[config.mk]
export PLATFORM = sky130hd
export DESIGN_NAME = dma_desc_engine
export DESIGN_NICKNAME = d
export VERILOG_FILES = /design/src/rtl/dde_pkg.sv /design/src/rtl/dde_addr_step.sv /design/src/rtl/dde_iter.sv /design/src/rtl/dma_desc_engine.sv
export SDC_FILE = /design/constraint.sdc
export NUM_CORES = 1
export LEC_CHECK = 0
export CORE_MARGIN = 2
export CORE_UTILIZATION = 55
export DETAILED_ROUTE_END_ITERATION = 7
export DONT_BUFFER_PORTS = 1
export GPL_TIMING_DRIVEN = 0
export PLACE_DENSITY = 0.77
export SETUP_SLACK_MARGIN = 0.15
export SKIP_LAST_GASP = 1
export SLEW_MARGIN = 20
export SYNTH_ARGS = -nofsm -noshare
export SYNTH_HDL_FRONTEND = slang
export SYNTH_SLANG_ARGS = --single-unit
export TNS_END_PERCENT = 5
[constraint.sdc]
create_clock -name clk -period 5.9 [get_ports clk]
set_clock_uncertainty 0.05 [all_clocks]
set_input_delay 0.59 -clock clk [delete_from_list [all_inputs] [get_ports clk]]
set_output_delay 0.59 -clock clk [all_outputs]
set_load 0.02 [all_outputs]
[src/rtl/dde_pkg.sv]
package dde_pkg;
  typedef enum logic [1:0] {ST_IDLE, ST_RD, ST_WR, ST_FIN} dde_state_e;

  localparam int CSR_INT_MAJ  = 1;
  localparam int CSR_INT_HALF = 2;
  localparam int CSR_DREQ     = 3;
  localparam int CSR_MAJ_LINK = 5;
  localparam int CSR_CH_LSB   = 8;
  localparam int IT_ELINK     = 15;
  localparam int IT_CH_LSB    = 9;
  localparam int NB_SMLOE     = 31;
  localparam int NB_DMLOE     = 30;

  function automatic logic [3:0] lane_mask(input logic [2:0] sz);
    case (sz)
      3'd0:    lane_mask = 4'b0001;
      3'd1:    lane_mask = 4'b0011;
      default: lane_mask = 4'b1111;
    endcase
  endfunction
endpackage

[src/rtl/dde_addr_step.sv]
module dde_addr_step #(
  parameter int AW = 32
) (
  input  logic [AW-1:0] base,
  input  logic [AW-1:0] inc,
  input  logic [4:0]    modexp,
  output logic [AW-1:0] next
);
  logic [AW-1:0] sum, keep_low;

  always_comb begin
    sum = base + inc;
    if (modexp == 5'd0) keep_low = '1;
    else                keep_low = (AW'(1) << modexp) - AW'(1);
    next = (base & ~keep_low) | (sum & keep_low);
  end
endmodule

[src/rtl/dde_iter.sv]
module dde_iter #(
  parameter int CHW = 4
) (
  input  logic [15:0]    citer,
  input  logic [15:0]    biter,
  output logic [15:0]    citer_next,
  output logic           major_done,
  output logic           half_hit,
  output logic           minor_link,
  output logic [CHW-1:0] link_ch
);
  import dde_pkg::*;
  logic [14:0] cnt, bcnt, dec;

  always_comb begin
    cnt  = citer[IT_ELINK] ? {6'd0, citer[8:0]} : citer[14:0];
    bcnt = biter[IT_ELINK] ? {6'd0, biter[8:0]} : biter[14:0];
    dec  = cnt - 15'd1;
    major_done = (dec == 15'd0);
    half_hit   = (dec == (bcnt >> 1));
    minor_link = citer[IT_ELINK] && !major_done;
    link_ch    = citer[IT_CH_LSB +: CHW];
    if (major_done)           citer_next = biter;
    else if (citer[IT_ELINK]) citer_next = {citer[15:9], dec[8:0]};
    else                      citer_next = {1'b0, dec};
  end
endmodule

[src/rtl/dma_desc_engine.sv]
module dma_desc_engine #(
  parameter int AW  = 32,
  parameter int CHW = 4,
  parameter int BCW = 16
) (
  input  logic           clk,
  input  logic           rst_n,
  input  logic           desc_wr,
  input  logic [AW-1:0]  d_saddr,
  input  logic [15:0]    d_soff,
  input  logic [15:0]    d_attr,
  input  logic [31:0]    d_nbytes,
  input  logic [AW-1:0]  d_slast,
  input  logic [AW-1:0]  d_daddr,
  input  logic [15:0]    d_doff,
  input  logic [AW-1:0]  d_dlast,
  input  logic [15:0]    d_citer,
  input  logic [15:0]    d_biter,
  input  logic [15:0]    d_csr,
  input  logic           trig,
  input  logic           en_set,
  input  logic           en_clr,
  input  logic           done_clr,
  output logic           mem_req,
  output logic           mem_we,
  output logic [AW-1:0]  mem_addr,
  output logic [3:0]     mem_be,
  output logic [31:0]    mem_wdata,
  input  logic [31:0]    mem_rdata,
  input  logic           mem_ready,
  output logic           busy,
  output logic           done,
  output logic           req_en,
  output logic [AW-1:0]  cur_saddr,
  output logic [AW-1:0]  cur_daddr,
  output logic [15:0]    cur_iter,
  output logic           irq_major,
  output logic           irq_half,
  output logic           link_valid,
  output logic [CHW-1:0] link_chan
);
  import dde_pkg::*;
  localparam int MLW = 10;
  localparam int OFW = 20;

  dde_state_e    state;
  logic [AW-1:0] saddr_q, daddr_q, slast_q, dlast_q;
  logic [15:0]   soff_q, doff_q, attr_q, citer_q, biter_q;
  logic [31:0]   nbytes_q, data_q;
  logic          f_imaj, f_ihalf, f_dreq, f_mlink, pend_q, done_q, en_q;
  logic [CHW-1:0] mch_q;
  logic [BCW-1:0] beat_q, bytecnt, beats;

  logic [AW-1:0] mloff;
  logic [15:0]   it_next;
  logic          it_done, it_half, it_mlink, trig_acc;
  logic [CHW-1:0] it_ch;
  logic [AW-1:0] a_base [2];
  logic [AW-1:0] a_inc  [2];
  logic [AW-1:0] a_nxt  [2];
  logic [4:0]    a_mod  [2];
  logic          csr_unused;

  assign csr_unused = ^{d_csr[15:8+CHW], d_csr[7:6], d_csr[4], d_csr[0]};

  dde_iter #(.CHW(CHW)) u_iter (
    .citer(citer_q), .biter(biter_q), .citer_next(it_next),
    .major_done(it_done), .half_hit(it_half), .minor_link(it_mlink), .link_ch(it_ch)
  );

  always_comb begin
    if (nbytes_q[NB_SMLOE] || nbytes_q[NB_DMLOE]) bytecnt = BCW'(nbytes_q[MLW-1:0]);
    else                                          bytecnt = nbytes_q[BCW-1:0];
    beats = bytecnt >> attr_q[10:8];
    mloff = {{(AW-OFW){nbytes_q[29]}}, nbytes_q[29:MLW]};
    a_base[0] = saddr_q;
    a_base[1] = daddr_q;
    a_mod[0]  = attr_q[15:11];
    a_mod[1]  = attr_q[7:3];
    if (state == ST_WR) begin
      a_inc[0] = {{(AW-16){soff_q[15]}}, soff_q};
      a_inc[1] = {{(AW-16){doff_q[15]}}, doff_q};
    end else if (it_done) begin
      a_inc[0] = slast_q;
      a_inc[1] = dlast_q;
    end else begin
      a_inc[0] = nbytes_q[NB_SMLOE] ? mloff : '0;
      a_inc[1] = nbytes_q[NB_DMLOE] ? mloff : '0;
    end
  end

  for (genvar g = 0; g < 2; g++) begin : g_step
    dde_addr_step #(.AW(AW)) u_step (
      .base(a_base[g]), .inc(a_inc[g]), .modexp(a_mod[g]), .next(a_nxt[g])
    );
  end

  assign trig_acc = trig && en_q;

  always_ff @(posedge clk or negedge rst_n) begin
    if (!rst_n) begin
      state <= ST_IDLE;
      saddr_q <= '0; daddr_q <= '0; slast_q <= '0; dlast_q <= '0;
      soff_q <= '0; doff_q <= '0; attr_q <= '0; citer_q <= '0; biter_q <= '0;
      nbytes_q <= '0; data_q <= '0; beat_q <= '0; mch_q <= '0;
      f_imaj <= 1'b0; f_ihalf <= 1'b0; f_dreq <= 1'b0; f_mlink <= 1'b0;
      pend_q <= 1'b0; done_q <= 1'b0; en_q <= 1'b0;
      irq_major <= 1'b0; irq_half <= 1'b0; link_valid <= 1'b0; link_chan <= '0;
    end else begin
      irq_major  <= 1'b0;
      irq_half   <= 1'b0;
      link_valid <= 1'b0;
      if (en_set) en_q <= 1'b1;
      if (en_clr) en_q <= 1'b0;
      if (done_clr) done_q <= 1'b0;
      if (desc_wr) begin
        saddr_q <= d_saddr; daddr_q <= d_daddr; slast_q <= d_slast; dlast_q <= d_dlast;
        soff_q <= d_soff; doff_q <= d_doff; attr_q <= d_attr; nbytes_q <= d_nbytes;
        citer_q <= d_citer; biter_q <= d_biter;
        f_imaj <= d_csr[CSR_INT_MAJ]; f_ihalf <= d_csr[CSR_INT_HALF];
        f_dreq <= d_csr[CSR_DREQ]; f_mlink <= d_csr[CSR_MAJ_LINK];
        mch_q <= d_csr[CSR_CH_LSB +: CHW];
        done_q <= 1'b0;
        pend_q <= 1'b0;
      end
      case (state)
        ST_IDLE: begin
          if (trig_acc || pend_q) begin
            pend_q <= 1'b0;
            beat_q <= beats;
            state  <= ST_RD;
          end
        end
        ST_RD: begin
          if (trig_acc) pend_q <= 1'b1;
          if (mem_ready) begin
            data_q <= mem_rdata >> {saddr_q[1:0], 3'b000};
            state  <= ST_WR;
          end
        end
        ST_WR: begin
          if (trig_acc) pend_q <= 1'b1;
          if (mem_ready) begin
            saddr_q <= a_nxt[0];
            daddr_q <= a_nxt[1];
            beat_q  <= beat_q - BCW'(1);
            state   <= (beat_q == BCW'(1)) ? ST_FIN : ST_RD;
          end
        end
        default: begin
          if (trig_acc) pend_q <= 1'b1;
          saddr_q <= a_nxt[0];
          daddr_q <= a_nxt[1];
          citer_q <= it_next;
          irq_half <= f_ihalf && it_half;
          if (it_done) begin
            done_q     <= 1'b1;
            irq_major  <= f_imaj;
            link_valid <= f_mlink;
            link_chan  <= mch_q;
            if (f_dreq) begin
              en_q   <= 1'b0;
              pend_q <= 1'b0;
            end
          end else begin
            link_valid <= it_mlink;
            link_chan  <= it_ch;
          end
          state <= ST_IDLE;
        end
      endcase
    end
  end

  always_comb begin
    mem_req   = (state == ST_RD) || (state == ST_WR);
    mem_we    = (state == ST_WR);
    mem_addr  = mem_we ? daddr_q : saddr_q;
    mem_be    = mem_we ? 4'(lane_mask(attr_q[2:0]) << daddr_q[1:0])
                       : 4'(lane_mask(attr_q[10:8]) << saddr_q[1:0]);
    mem_wdata = data_q << {daddr_q[1:0], 3'b000};
    busy      = (state != ST_IDLE) || pend_q;
    done      = done_q;
    req_en    = en_q;
    cur_saddr = saddr_q;
    cur_daddr = daddr_q;
    cur_iter  = citer_q;
  end
endmodule

==> metrics <==
Min-Delay Path Class=input port to async pin; chip width=199 um; vias per cell=6.76; Non-Filler Cell Area, Final=between 0.02 and 0.025 mm^2; maximum level of the CTS H-tree=2; num rows=71; Post-Route WL=83900 um; YS warnings=0; Hold Vio Cnt, Final=308; IO buf count=0; CP dominant cell by count=buf_6; Clock transition at path regs=0.06 ns; filler instances=3159; Async SR Flop Fraction=100%; hpwl dp=63300 um; fin cells=2966; post-route minimum period=5.84 ns; CP Max Fanout=7; CTS tree=yes; Max VDD drop=0.310 mV; Avg Inst Size Synth=9.04 um^2; root buf cell=clkbuf_16; CTS max path bufs=3; initial core utilization=between 50% and 60%; DRT iter0 DRCs=1929; register area share after synthesis=a little under two fifths; post-route ant nets=0; DP Area=between 0.02 and 0.025 mm^2; Final #Nets=~2800; RSZ-0062 raised after global routing=yes; grt total ovfl=0; GR Util All Layers=between 40% and 50%; dominant synthesized flop cell=dfrtp_1; post-synth top area share=36.8%; DP Cell Count=about 2800; core area=approximately 0.038 mm^2; Startpoint Class=register; maxcap violations=0; number of synthesized flops with an enable pin=0; clk_lat worst skew=between 0.5 and 0.6 ns; failing checks=negative hold slack; vias in the first global route=19100; CP Capture Type=register; # IOs=about 460; first-pass GRT wire length=~120000 um; Pins Over Slew Limit=0; # clock sinks=308; Pleak=10.1 nW; status=finished with violations; Post-Route Setup TNS=0 ns; Initial DRT Pass Iterations=8; initial antenna violation count=27; Area Growth Syn to Fin=15.3%; synth top area cells=dfrtp_1, mux2_2, mux2i_1; Util after Layout=64.3%; pwr/cell area=527 mW/mm^2; Setup violations, final=0; period utilization=99.0%; Hold WS=-0.331 ns; critical path required time=6.33 ns; max_slew headroom=roughly a quarter; post-synthesis instance total=2318; Synth area leader=dfrtp_1; Storage cell area=0.00771 mm^2; CTS buffer count=36; Largest stage delay, worst path=0.58 ns; fraction of layout cells with a size suffix above 1=19.3%; critical path type=register to register; crit path DAT=6.27 ns; Die Span Y=199 um; largest net degree at the start of global routing=309; Multi-input gate area=0.0132 mm^2; synth unique cells=73; Remaining DRCs=0; routed len/inst=around 28 um; Cell Chain, Critical Path=buf_6 -> or3_4 -> or4_4 -> xnor2_4 -> and2b_1 -> nand4_1 -> buf_6 -> buf_4 -> clkbuf_4 -> and3_4 -> a21oi_4 -> o21ai_2 -> ha_4 -> buf_6 -> o211ai_1 -> a21o_1 -> a311o_1 -> a22oi_2 -> a221oi_2 -> o31ai_2 -> a21oi_2 -> o311a_1 -> o31ai_2; cell area after synthesis=0.0210 mm^2; FF-to-FF Start=cur_iter[3]; RePlAce Congestion=slightly above 1; Max Clock Freq=0.171 GHz; Seq cells post-synth=308; Mapped Nets=2691; CP startpoint=cur_iter[3]; CP max-delay cell=or4_4; full die area=0.0397 mm^2; worst-margin pin slew=approximately 1.1 ns; Vias=about 20000
## repair_timing
item | 4_1_cts | 5_1_grt
cloned | 1 | 2
pin swaps | 21 | 45
buffers inserted | 15 | 30
gates resized for setup | 114 | 93
hold endpoints to repair | 308 | 308
setup endpoints to repair | 48 | 33
## cell usage after synthesis (all sizes together), types with 7 or more instances
library cell / number
o31ai: 13
nand2: 228
mux2: 212
a22o: 10
or3: 11
a211oi: 37
clkbuf: 131
xnor2: 50
nand3: 36
o211ai: 14
a221oi: 7
ha: 75
mux2i: 141
o22ai: 64
and3: 38
a21oi: 204
nor3: 36
dfrtp: 308
nor2: 152
inv: 40
nand2b: 16
nor4: 17
or2: 9
nand4: 10
and2: 14
o21bai: 8
buf: 23
xor2: 21
a31oi: 38
a21o: 28
nor2b: 37
o21ai: 191
## logic make-up after synthesis
group           count (synthesis)  share of synthesized area [%]
compound gates                685                           19.8
simple gates                  626                           14.0
mux                           353                           18.1
flops                         308                           36.8
buf+inv                       198                           3.63
fa+ha+maj                      77                           4.67
xor+xnor                       71                           3.06
## worst max-delay path: cells and delay by family (launching register included)
| kind | cells | cell delay, ns |
|---|---|---|
| compound gates | 11 | 2.53 |
| flops | 1 | 0.46 |
| buf+inv | 5 | 0.73 |
| fa+ha+maj | 1 | 0.32 |
| xor+xnor | 1 | 0.20 |
| simple gates | 5 | 1.46 |
## metrics by stage
step           power, mW  setup WS, ns
2_1_floorplan       7.81         0.431
3_3_place_gp        9.47         -1.49
3_5_place_dp        9.58         -1.59
4_1_cts             12.3         0.138
5_1_grt             13.4       -0.0485
6_report            12.7        0.0598
## metal layers
layer / wire [um] / up-vias / track usage, %
li1: - / 8714 / -
met4: 4910 / 8 / 22.1
met5: 51 / - / 0
met1: 32700 / 9886 / 52.8
met2: 37300 / 1174 / 63.4
met3: 9010 / 258 / 10.4
## registers in the layout (all words and copies together) (netlist names), 2 cells and up
register and flops:
cur_iter 16, slast_q 32, cur_daddr 32, state 2, data_q 32, mch_q 4
attr_q 16, nbytes_q 32, link_chan 4, biter_q 16, cur_saddr 32, doff_q 16
soff_q 16, dlast_q 32, beat_q 16
## cells in the final DEF, fill, tap and decap left out, drive strengths merged, types with 11 or more instances in the layout
master and count:
nand2 228, a21oi 204, o22ai 64, clkbuf 172, nor4 17, and2 14, xnor2 50, diode 27
mux2 212, nor2 152, xor2 21, nand2b 16, mux2i 141, o211ai 14, buf 75, and3 38
o21ai 191, a211oi 37, nor3 36, ha 75, o31ai 13, dfrtp 308, or3 11, nand3 36
inv 42, a31oi 38, nor2b 37, a21o 28
## power by group
| part | leakage (nW) | switching [mW] | total, mW | internal, mW |
|---|---|---|---|---|
| clock network | 0.625 | 0.986 | 2.48 | 1.49 |
| registers | 3.72 | 1.16 | 3.81 | 2.64 |
| logic | 5.71 | 4.06 | 6.46 | 2.40 |
| total | 10.1 | 6.21 | 12.7 | 6.54 |
## area by class of cell
class	instances	area share (%)
antenna	27	0.280
buffer	154	2.96
clock buffer	45	4.20
clock inverter	17	1.14
inverter	44	0.683
multi-input combinational	1812	54.6
sequential	308	31.9
tap	511	2.65
timing repair buffer	48	1.54
## final timing paths
| path | depth (start not counted) | to | slack (ns) |
|---|---|---|---|
| setup / recovery | 23 | cur_daddr[28] | 0.06 |
| max in group asynchronous | 0 | cur_iter[6] | 5.20 |
| min in group clk | 1 | req_en | 0.04 |
| setup reg to reg | 23 | cur_daddr[28] | 0.06 |
| hold / removal | 0 | dlast_q[28] | -0.33 |
| hold reg to reg | 1 | data_q[29] | 0.45 |
Note: power is estimated with default switching activity, not from simulation.
